<file path="config.mk">
export PLATFORM = sky130hd
export DESIGN_NAME = tile_xbar_switch
export DESIGN_NICKNAME = d
export VERILOG_FILES = /design/src/rtl/tile_xbar_pkg.sv /design/src/rtl/tile_sched_ctrl.sv /design/src/rtl/tile_xbar_datapath.sv /design/src/rtl/tile_xbar_switch.sv
export SDC_FILE = /design/constraint.sdc
export NUM_CORES = 1
export LEC_CHECK = 0
export BUFFER_PORTS_ARGS = -buffer_cell sky130_fd_sc_hd__buf_2
export CAP_MARGIN = 20
export CORE_MARGIN = 1
export CORE_UTILIZATION = 35
export CTS_CLUSTER_SIZE = 16
export DETAILED_ROUTE_END_ITERATION = 10
export PLACE_DENSITY_LB_ADDON = 0.3
export SYNTH_ARGS = -nofsm -noshare
export SYNTH_HDL_FRONTEND = slang
export SYNTH_SLANG_ARGS = --single-unit
</file>
<file path="constraint.sdc">
create_clock -name clk -period 3.7 [get_ports clk]
set_input_delay 0.74 -clock clk [delete_from_list [all_inputs] [get_ports clk]]
set_output_delay 0.74 -clock clk [all_outputs]
set_load 0.1 [all_outputs]
</file>
<file path="src/rtl/tile_xbar_pkg.sv">
package tile_xbar_pkg;
  localparam int NPORT   = 5;
  localparam int SELW    = 3;
  localparam int FLDW    = SELW + 1;
  localparam int INSTR_W = NPORT * FLDW;

  typedef enum logic [SELW-1:0] {
    SRC_NORTH = 3'd0,
    SRC_SOUTH = 3'd1,
    SRC_EAST  = 3'd2,
    SRC_WEST  = 3'd3,
    SRC_CORE  = 3'd4
  } srcSel_e;

  // strobes handed from the scheduler to the datapath
  typedef struct packed {
    logic               drive;
    logic [INSTR_W-1:0] instr;
  } xbarCtl_t;
endpackage

</file>
<file path="src/rtl/tile_sched_ctrl.sv">
module tile_sched_ctrl
  import tile_xbar_pkg::*;
#(
  parameter int DEPTH = 32,
  parameter int PCW   = $clog2(DEPTH),
  parameter int LENW  = PCW + 1
) (
  input  logic                clk,
  input  logic                rstN,
  input  logic                runEn,
  input  logic                cfgWe,
  input  logic [PCW-1:0]      cfgAddr,
  input  logic [INSTR_W-1:0]  cfgData,
  input  logic [LENW-1:0]     schedLen,
  output xbarCtl_t            ctl,
  output logic [PCW-1:0]      pcVal
);
  logic [INSTR_W-1:0] instrMem [DEPTH];
  logic [PCW-1:0]     pc;
  logic [LENW-1:0]    pcNextWide;
  logic               atLast;

  // loader: writes only while playback is stopped
  always_ff @(posedge clk) begin
    if (!rstN) begin
      for (int i = 0; i < DEPTH; i++) instrMem[i] <= '0;
    end else if (cfgWe && !runEn) begin
      instrMem[cfgAddr] <= cfgData;
    end
  end

  assign pcNextWide = {1'b0, pc} + LENW'(1);
  assign atLast     = (pcNextWide >= schedLen);

  // program counter: held at zero while stopped, wraps at schedLen
  always_ff @(posedge clk) begin
    if (!rstN || !runEn) pc <= '0;
    else if (atLast)     pc <= '0;
    else                 pc <= pc + PCW'(1);
  end

  assign ctl.drive = runEn;
  assign ctl.instr = instrMem[pc];
  assign pcVal     = pc;
endmodule

</file>
<file path="src/rtl/tile_xbar_datapath.sv">
module tile_xbar_datapath
  import tile_xbar_pkg::*;
#(
  parameter int DW = 16
) (
  input  logic                clk,
  input  logic                rstN,
  input  xbarCtl_t            ctl,
  input  logic [NPORT*DW-1:0] inData,
  input  logic [NPORT-1:0]    inValid,
  output logic [NPORT*DW-1:0] outData,
  output logic [NPORT-1:0]    outValid
);
  logic [DW-1:0] inArr [NPORT];

  for (genvar p = 0; p < NPORT; p++) begin : g_unpack
    assign inArr[p] = inData[p*DW +: DW];
  end

  for (genvar o = 0; o < NPORT; o++) begin : g_out
    logic [FLDW-1:0] fld;
    logic [SELW-1:0] sel;
    logic            useIt;
    logic [DW-1:0]   nextData;
    logic            nextValid;

    assign fld   = ctl.instr[o*FLDW +: FLDW];
    assign sel   = fld[SELW-1:0];
    assign useIt = ctl.drive && fld[FLDW-1] && (sel < SELW'(NPORT));

    always_comb begin
      nextData  = '0;
      nextValid = 1'b0;
      if (useIt) begin
        nextData  = inArr[sel];
        nextValid = inValid[sel];
      end
    end

    // one pipeline register per output
    always_ff @(posedge clk) begin
      if (!rstN) begin
        outData[o*DW +: DW] <= '0;
        outValid[o]         <= 1'b0;
      end else begin
        outData[o*DW +: DW] <= nextData;
        outValid[o]         <= nextValid;
      end
    end
  end
endmodule

</file>
<file path="src/rtl/tile_xbar_switch.sv">
module tile_xbar_switch
  import tile_xbar_pkg::*;
#(
  parameter int DW    = 16,
  parameter int DEPTH = 32,
  parameter int PCW   = $clog2(DEPTH),
  parameter int LENW  = PCW + 1
) (
  input  logic                clk,
  input  logic                rstN,
  input  logic                runEn,
  input  logic                cfgWe,
  input  logic [PCW-1:0]      cfgAddr,
  input  logic [INSTR_W-1:0]  cfgData,
  input  logic [LENW-1:0]     schedLen,
  input  logic [NPORT*DW-1:0] inData,
  input  logic [NPORT-1:0]    inValid,
  output logic [NPORT*DW-1:0] outData,
  output logic [NPORT-1:0]    outValid
);
  xbarCtl_t       ctl;
  logic [PCW-1:0] pcVal;

  tile_sched_ctrl #(.DEPTH(DEPTH), .PCW(PCW), .LENW(LENW)) u_ctrl (
    .clk(clk), .rstN(rstN), .runEn(runEn), .cfgWe(cfgWe),
    .cfgAddr(cfgAddr), .cfgData(cfgData), .schedLen(schedLen),
    .ctl(ctl), .pcVal(pcVal)
  );

  tile_xbar_datapath #(.DW(DW)) u_dp (
    .clk(clk), .rstN(rstN), .ctl(ctl), .inData(inData),
    .inValid(inValid), .outData(outData), .outValid(outValid)
  );
endmodule

</file>
Word-level counts from Yosys, hierarchy flattened
Memory sizes are Yosys's and may differ from the RTL's. A register that Yosys moved wholly into a read port is not among the register bits.
Index checks and enable logic that the tools add are counted.
- order comparisons: 16
- add/sub/neg operators: 2
- reduce and logical (&&, ||, !) cells: 21
- eq/ne operators: 0
- div/mod/pow operators: 0
- $mul: 0
- shift-type cells: 0
- mux-type cells: 33
- bitwise gates (word level): 5
- operators with widths (kind ; number):
    $bmux 16 s3 ; 5
    $mux 16 ; 10
    $ge 4x4->1 const B ; 5
    $lt 3x4->1 const B ; 5
    $mux 20 ; 1
    $not 3->4 ; 5
    $reduce_or 20->1 ; 1
    $bmux 1 s3 ; 5
    $lt 3x3->1 const B ; 5
    $logic_and 1x1->1 ; 11
    $mux 1 ; 10
    $mux 5 ; 2
    $reduce_and 2->1 ; 5
    $add 5x1->6 const B ; 1
    $ge 6x6->1 ; 1
    $add 5x1->5 const B ; 1
    $logic_not 1->1 ; 2
    $reduce_or 2->1 ; 1
    $logic_or 1x1->1 ; 1
- bits in read-only memories: 0
- output and inout port bits: 85
- bits in latches: 0
- logic and storage cells: 89
- input port bits: 120
- register bits: 90
- bits in writable memories: 640
- memories: 1
- memories (name ; depth ; bits a word ; read ports ; clocked after memory_dff ; write ports ; RTL line ; RTL):
    u_ctrl.instrMem ; 32 ; 20 ; 1 ; 1 ; 32 ; tile_sched_ctrl.sv:18 ; logic [INSTR_W-1:0] instrMem [DEPTH];

Logic depth before layout (Yosys ltp)
Gate-level depths: netlist of the first run.
- depth after elaboration: 7
- depth in mapped cells: 14
- depth with buffers taken out: 8

Modules after synthesis
A second synthesis of the first run with hierarchy kept.
- cells, all modules: 2413
- area total of the unflattened synthesis: 34650.7 um2
- modules (own cells, without submodules) (module ; cells each ; area each (um2) ; sequential area each (um2) ; instances):
    tile_sched_ctrl ; 1863 ; 29176.7 ; 19318.5 ; 1
    tile_xbar_datapath ; 550 ; 5474.0 ; 1701.6 ; 1

Least setup slack after synthesis of the first run
Ideal clock, no wire load.
- path type: input -> register
- start point: in rstN
- end point: mem u_ctrl.instrMem[24][0] (netlist name), enable pin
- buffers on the path: 3
- stages: 7
- slack: -0.165 ns
- required time: 3.275 ns
- arrival time: 3.440 ns
- cells stage by stage: clkbuf_1 > nand2_1 > or2_2 > or3_1 > clkbuf_1 > clkbuf_1 > o21ai_0
- RTL lines (item ; RTL line ; RTL):
    start: declaration ; tile_xbar_switch.sv:10 ; input logic rstN,
    end: declaration ; tile_sched_ctrl.sv:18 ;

==> results of run 1 <==
per-layer routing:
layer,up-vias,GRT usage [%]
met3,200,3.86
met2,1246,34.7
met1,11900,30.5
li1,10000,-
met4,2,6.26
met5,-,0
logic make-up (layout without fill, tap and decap cells):
| logic type | Yosys count | in the layout | share of synthesized area [%] |
|---|---|---|---|
| multiplexers | 428 | 428 | 15.5 |
| XOR/XNOR | 3 | 3 | 0.0744 |
| other | 0 | 4 | 0 |
| AND/OR/NAND/NOR | 891 | 891 | 14.9 |
| adder cells (fa/ha/maj) | 7 | 7 | 0.248 |
| buffers and inverters | 266 | 536 | 3.98 |
| flip-flops | 730 | 730 | 59.5 |
| AO/OA/AOI/OAI | 263 | 263 | 5.86 |
metrics by stage:
stage                     cells  total power, mW  utilization [%]
after floorplan            2588             11.1                -
after global placement     4010             11.8             38.2
after detailed placement   4010             11.9             38.2
after CTS                  4156             19.8             40.8
after global routing       4156             20.2             40.8
final                      4160             19.7             40.8
placed cells by master (no fill, tap or decap), drive strengths merged, types with 41 or more instances in the layout:
cell and instances:
a22oi 50, and2 642, buf 363, clkbuf 102
dfxtp 90, edfxtp 640, mux2 75, mux2i 272
mux4 81, nand2 81, nand3 83, nor2 51
o21ai 41, o221ai 86
power breakdown:
| group | total, mW | internal (mW) | switching (mW) |
|---|---|---|---|
| Clock | 7.97 | 4.62 | 3.35 |
| Combinational | 2.21 | 0.698 | 1.52 |
| Sequential | 9.50 | 9.36 | 0.142 |
| Total | 19.7 | 14.7 | 5.00 |
critical path, cell delays in order (launching register included):
cell and delay [ps]:
dfxtp_4 580, buf_12 230, buf_12 190, mux4_2 580, o2111ai_1 480, nand4_2 280
buf_12 300, nor2_1 150, nand2_2 310, o221ai_1 320
sequential cells by signal (all words and copies together) (netlist names):
signal / cells
u_ctrl.instrMem: 640
u_ctrl.pcVal: 5
u_dp.outData: 80
u_dp.outValid: 5
area by class of cell:
class                      instances  area [µm²]
timing repair buffer             363        2440
antenna                            4        10.0
clock buffer                     102        2120
tap                             1298        1620
fill                            9181       59200
inverter                          27         101
sequential                       730       21000
clock inverter                    44         470
multi-input combinational       1592       13000
path summary, 6_finish.rpt:
| path | start | to | slack (ps) | cells past startpoint |
|---|---|---|---|---|
| hold reg to reg | u_ctrl.pcVal[0] | u_ctrl.pcVal[0] | 830 | 2 |
| setup reg to reg | u_ctrl.pcVal[0] | u_dp.outData[70] | 80 | 9 |
| hold / removal | inData[68] | u_dp.outData[36] | 360 | 3 |
| setup / recovery | u_ctrl.pcVal[0] | u_dp.outData[70] | 80 | 9 |
==> flow_summary_export.csv, run 1 <==
group,metric,value,unit
global_route,sum_of_overflow_across_all_layers_after_global_routing,0,
floorplan,die-height,320,µm
clock_tree,clock_insertion_delay_worst_skew,660,ps
sta,timing.final.ws_setup,82.3,ps
synthesis,postSynthCellCount,2588,
route,drtAntennaViolNets,0,
synthesis,syn_area_per_cell,13.6,µm²
placed_design,port_buffer_count,204,
clock_tree,clk_pin_slew,60,ps
floorplan,fp.dieArea,102000,µm²
final_layout,final_net_count,2921,
sta,final.period_utilization,97.8,%
placed_design,hpwl,74500,µm
pwr,p_leak,15.0,nW
pwr,power.density,482,nW/µm²
route,firstDrtPassIters,5,
synthesis,synth.top_cells.by_area,"edfxtp_1 54%, and2_1 11%, mux2i_1 7.7%",
synthesis,most_numerous_cell_in_the_yosys_netlist,"and2_1",
clock_tree,cts.path.max_buffers,3,
clock_tree,cts-htree-levels,3,
synthesis,yosysWarningCount,0,
synthesis,yosys.area.top_type,"edfxtp_1",
setup_path,worstPathMaxFanout,35,
final_layout,syn_to_final_growth,15.5,%
global_route,grt_first_pass_wirelength,162000,µm
clock_tree,hold_buffers,0,
sta,final.hold.worst_slack,363,ps
synthesis,synth_cell_type_count,65,
sta,setup_tns,0,ps
sta,report.final.setup_viol,0,
global_route,first_global_vias,22800,
route,wl_met1,48300,µm
route,routed.top_layer,"met5",
synthesis,ys_ff_latch,730,
clock_tree,cts_root_buf,"clkbuf_16",
setup_path,critPathArrivalTime,4140,ps
route,drtIter0Drc,2901,
synthesis,ys_dominant_reg_cell,"edfxtp_1",
synthesis,mappedNetlistArea,35300,µm²
synthesis,synth_enable_flop_cells,640,
route,met2RoutedLength,52000,µm
clock_tree,tritoncts,"done",
floorplan,ios,205,
route,met3RoutedLength,9930,µm
placed_design,pre_cts_slack,159,ps
setup_path,worstPathRequired,4220,ps
sta,timing.final.hold_violations,0,
sta,slew_headroom,38.3,%
clock_tree,postCtsResizedCells,0,
route,dr_total_vias,23300,
hold_path,hp-class,"input port to flop",
setup_path,crit_path_end_kind,"flop",
sta,worst_setup_skew_after_layout,34.4,ps
global_route,total_global_routing_track_utilization,21.8,%
global_route,antenna_found_initial,5,
route,routedWlPerCell,27.3,µm
floorplan,floorplan.die.width,320,µm
global_route,grt_start_max_net_pins,40,
final_layout,layout_cells_sized_above_1,22.8,%
sta,highest_clock_frequency_the_design_can_meet,0.276,GHz
placed_design,placedInstanceArea,38200,µm²
synthesis,postSynth.asyncResetShare,0,%
setup_path,setup.worst_path.class,"flop to flop",
route,finalWirelength,113000,µm
setup_path,startpoint_type,"flop",
final_layout,final_area,40800,µm²
synthesis,synth_common_cells,"642 x and2_1, 640 x edfxtp_1, 271 x mux2i_1",
pwr,peak_supply_drop,288,µV
sta,fin_crit,3620,ps
sta,rsz_0062_raised_after_global_routing,"no",
clock_tree,post-cts-setup-buffer-count,0,
flow_run,max_cap_violations,0,
floorplan,start_util,35.3,%
placed_design,routabilityCongestion,0.900,
sta,slew_viol_final,0,
clock_tree,tritoncts.num_buffers,80,
floorplan,core_region_area,100000,µm²
synthesis,syn-num-nets,2715,
synthesis,yosysTopAreaCellShare,54.4,%
sta,worst-slew-pin-transition,925,ps
status,status,"complete, no violations",
route,viasPerCell,5.61,
floorplan,placement_rows,116,
synthesis,seq_area_frac_synth,59.5,%
route,post-route-drc-count,0,
clock_tree,clock_sink_count,730,
Note: power is estimated with default switching activity, not from simulation.
==> run 2: changes to the inputs <==
--- a/config.mk
+++ b/config.mk
@@ -12,6 +12,7 @@
 export CTS_CLUSTER_SIZE = 16
 export DETAILED_ROUTE_END_ITERATION = 10
 export PLACE_DENSITY_LB_ADDON = 0.3
+export RECOVER_POWER = 100
 export SYNTH_ARGS = -nofsm -noshare
 export SYNTH_HDL_FRONTEND = slang
 export SYNTH_SLANG_ARGS = --single-unit
==> flow_summary_export.csv, run 2 (synthesized netlist as in run 1, its figures left out) <==
group,metric,value,unit
placed_design,port_buffer_count,204,
clock_tree,cts.path.max_buffers,3,
sta,timing.final.hold_violations,0,
final_layout,reg_top3,"u_ctrl.instrMem x640, u_dp.outData x80",
global_route,grt_start_max_net_pins,40,
setup_path,worstPathRequired,4220,ps
clock_tree,post-cts-setup-buffer-count,0,
sta,setup_tns,0,ps
global_route,antenna_found_initial,5,
setup_path,critical_path.cell_chain,"buf_12 -> buf_12 -> mux4_2 -> o2111ai_1 -> nand4_2 -> buf_8 -> nor2_1 -> nand2_2 -> o221ai_1",
route,viasPerCell,5.56,
floorplan,core_region_area,100000,µm²
pwr,p_leak,14.2,nW
clock_tree,cts-htree-levels,3,
setup_path,critPathArrivalTime,4130,ps
sta,report.final.setup_viol,0,
clock_tree,hold_buffers,0,
placed_design,routabilityCongestion,0.900,
setup_path,startpoint_type,"flop",
final_layout,max_reg_flops,640,
pwr,total_power,19.6,mW
sta,worst-slew-pin-transition,1270,ps
clock_tree,postCtsResizedCells,0,
floorplan,start_util,35.3,%
final_layout,core_occupancy_in_the_finished_layout,40.3,%
clock_tree,clock_sink_count,730,
placed_design,hpwl,74500,µm
floorplan,ios,205,
route,post-route-drc-count,0,
clock_tree,tritoncts,"done",
setup_path,longest_individual_stage_delay_on_the_worst_path,580,ps
setup_path,worstPathMaxFanout,35,
sta,worst_setup_skew_after_layout,35.4,ps
global_route,first_global_vias,22800,
pwr,power.density,487,nW/µm²
final_layout,layout_cells_sized_above_1,17.7,%
final_layout,syn_to_final_growth,14.2,%
clock_tree,clock_insertion_delay_worst_skew,660,ps
status,status,"complete, no violations",
clock_tree,clk_pin_slew,60,ps
setup_path,crit_path_end_kind,"flop",
clock_tree,tritoncts.num_buffers,80,
sta,final.hold.worst_slack,361,ps
floorplan,floorplan.die.width,320,µm
hold_path,hp-class,"input port to flop",
pwr,peak_supply_drop,289,µV
flow_run,max_cap_violations,0,
route,finalWirelength,114000,µm
sta,rsz_0062_raised_after_global_routing,"no",
final_layout,layout_common_cells,"640 x edfxtp_1, 352 x and2_1, 290 x and2_0",
floorplan,fp.dieArea,102000,µm²
route,drtIter0Drc,2843,
route,drtAntennaViolNets,0,
setup_path,timing.critical_path.mode_cell,"buf_12",
final_layout,final.fill_count,9316,
final_layout,max_flop_register,"u_ctrl.instrMem",
setup_path,setup.worst_path.class,"flop to flop",
sta,slew_viol_final,0,
global_route,grt_first_pass_wirelength,162000,µm
clock_tree,cts_root_buf,"clkbuf_16",
placed_design,placedInstanceArea,38200,µm²
route,dr_total_vias,23100,
floorplan,placement_rows,116,
sta,fin_crit,3610,ps
sta,slew_headroom,15.5,%
setup_path,worst_path_cell_with_the_longest_stage_delay,"dfxtp_4",
global_route,sum_of_overflow_across_all_layers_after_global_routing,0,
route,routedWlPerCell,27.4,µm
final_layout,final_net_count,2921,
sta,final.period_utilization,97.4,%
global_route,total_global_routing_track_utilization,21.8,%
route,firstDrtPassIters,5,
floorplan,die-height,320,µm
final_layout,final_area,40300,µm²
sta,highest_clock_frequency_the_design_can_meet,0.277,GHz
final_layout,final_common_cell,"edfxtp_1",
## run 2: cell count changes in the layout (fill, tap and decap cells not counted), moves of 2 or more
cell and delta:
clkbuf_1 +112, diode_2 -2, buf_2 -86, o221ai_1 +4
o21ai_2 -29, o221ai_2 -4, buf_4 -70, and2_1 -290
o21ai_0 +30, clkbuf_2 +44, and2_0 +290
## run 2: path summary, 6_finish.rpt
path | slack, ps | end | from | cells after the start
worst min-delay path | 360 | u_dp.outData[35] | inData[67] | 3
worst max-delay path | 90 | u_dp.outData[70] | u_ctrl.pcVal[0] | 9
worst min register to register | 830 | u_ctrl.pcVal[0] | u_ctrl.pcVal[0] | 2
worst max register to register | 90 | u_dp.outData[70] | u_ctrl.pcVal[0] | 9
## run 2: through the flow
step	cells	setup slack, ps
after floorplan	2588	-165
after global placement	4010	180
after detailed placement	4010	159
after CTS	4156	142
after global routing	4156	18.8
final	4158	94.7
## run 2: routing by layer
metal | up-vias | part of all wire, % | track usage (%)
met3 | 182 | 9.1 | 3.86
li1 | 10000 | - | -
met5 | - | 0.0062 | 0
met2 | 1218 | 46 | 34.7
met4 | 2 | 2.9 | 6.26
met1 | 11700 | 42 | 30.5
## run 2: critical path, delay by kind of cell (launching register included)
kind | cells | cell delay (ps)
AOI/OAI and AO/OA | 2 | 790
buffers and inverters | 3 | 740
DFF | 1 | 580
muxes | 1 | 580
and+or+nand+nor | 3 | 730
## run 2: power breakdown
| part | leakage (nW) | total, mW | switching (mW) | internal [mW] |
|---|---|---|---|---|
| clock network | 1.26 | 7.96 | 3.34 | 4.62 |
| logic | 6.09 | 2.17 | 1.51 | 0.662 |
| registers | 6.81 | 9.51 | 0.143 | 9.36 |
## run 2: area by class of cell
type                            count  area [µm²]  area share, %
Timing Repair Buffer              363        2120           5.25
Clock buffer                      102        2120           5.24
Sequential cell                   730       21000           52.1
Antenna cell                        2        5.00         0.0124
Tap cell                         1298        1620           4.02
Clock inverter                     44         470           1.17
Multi-Input combinational cell   1592       12900           31.9
Inverter                           27         101          0.251
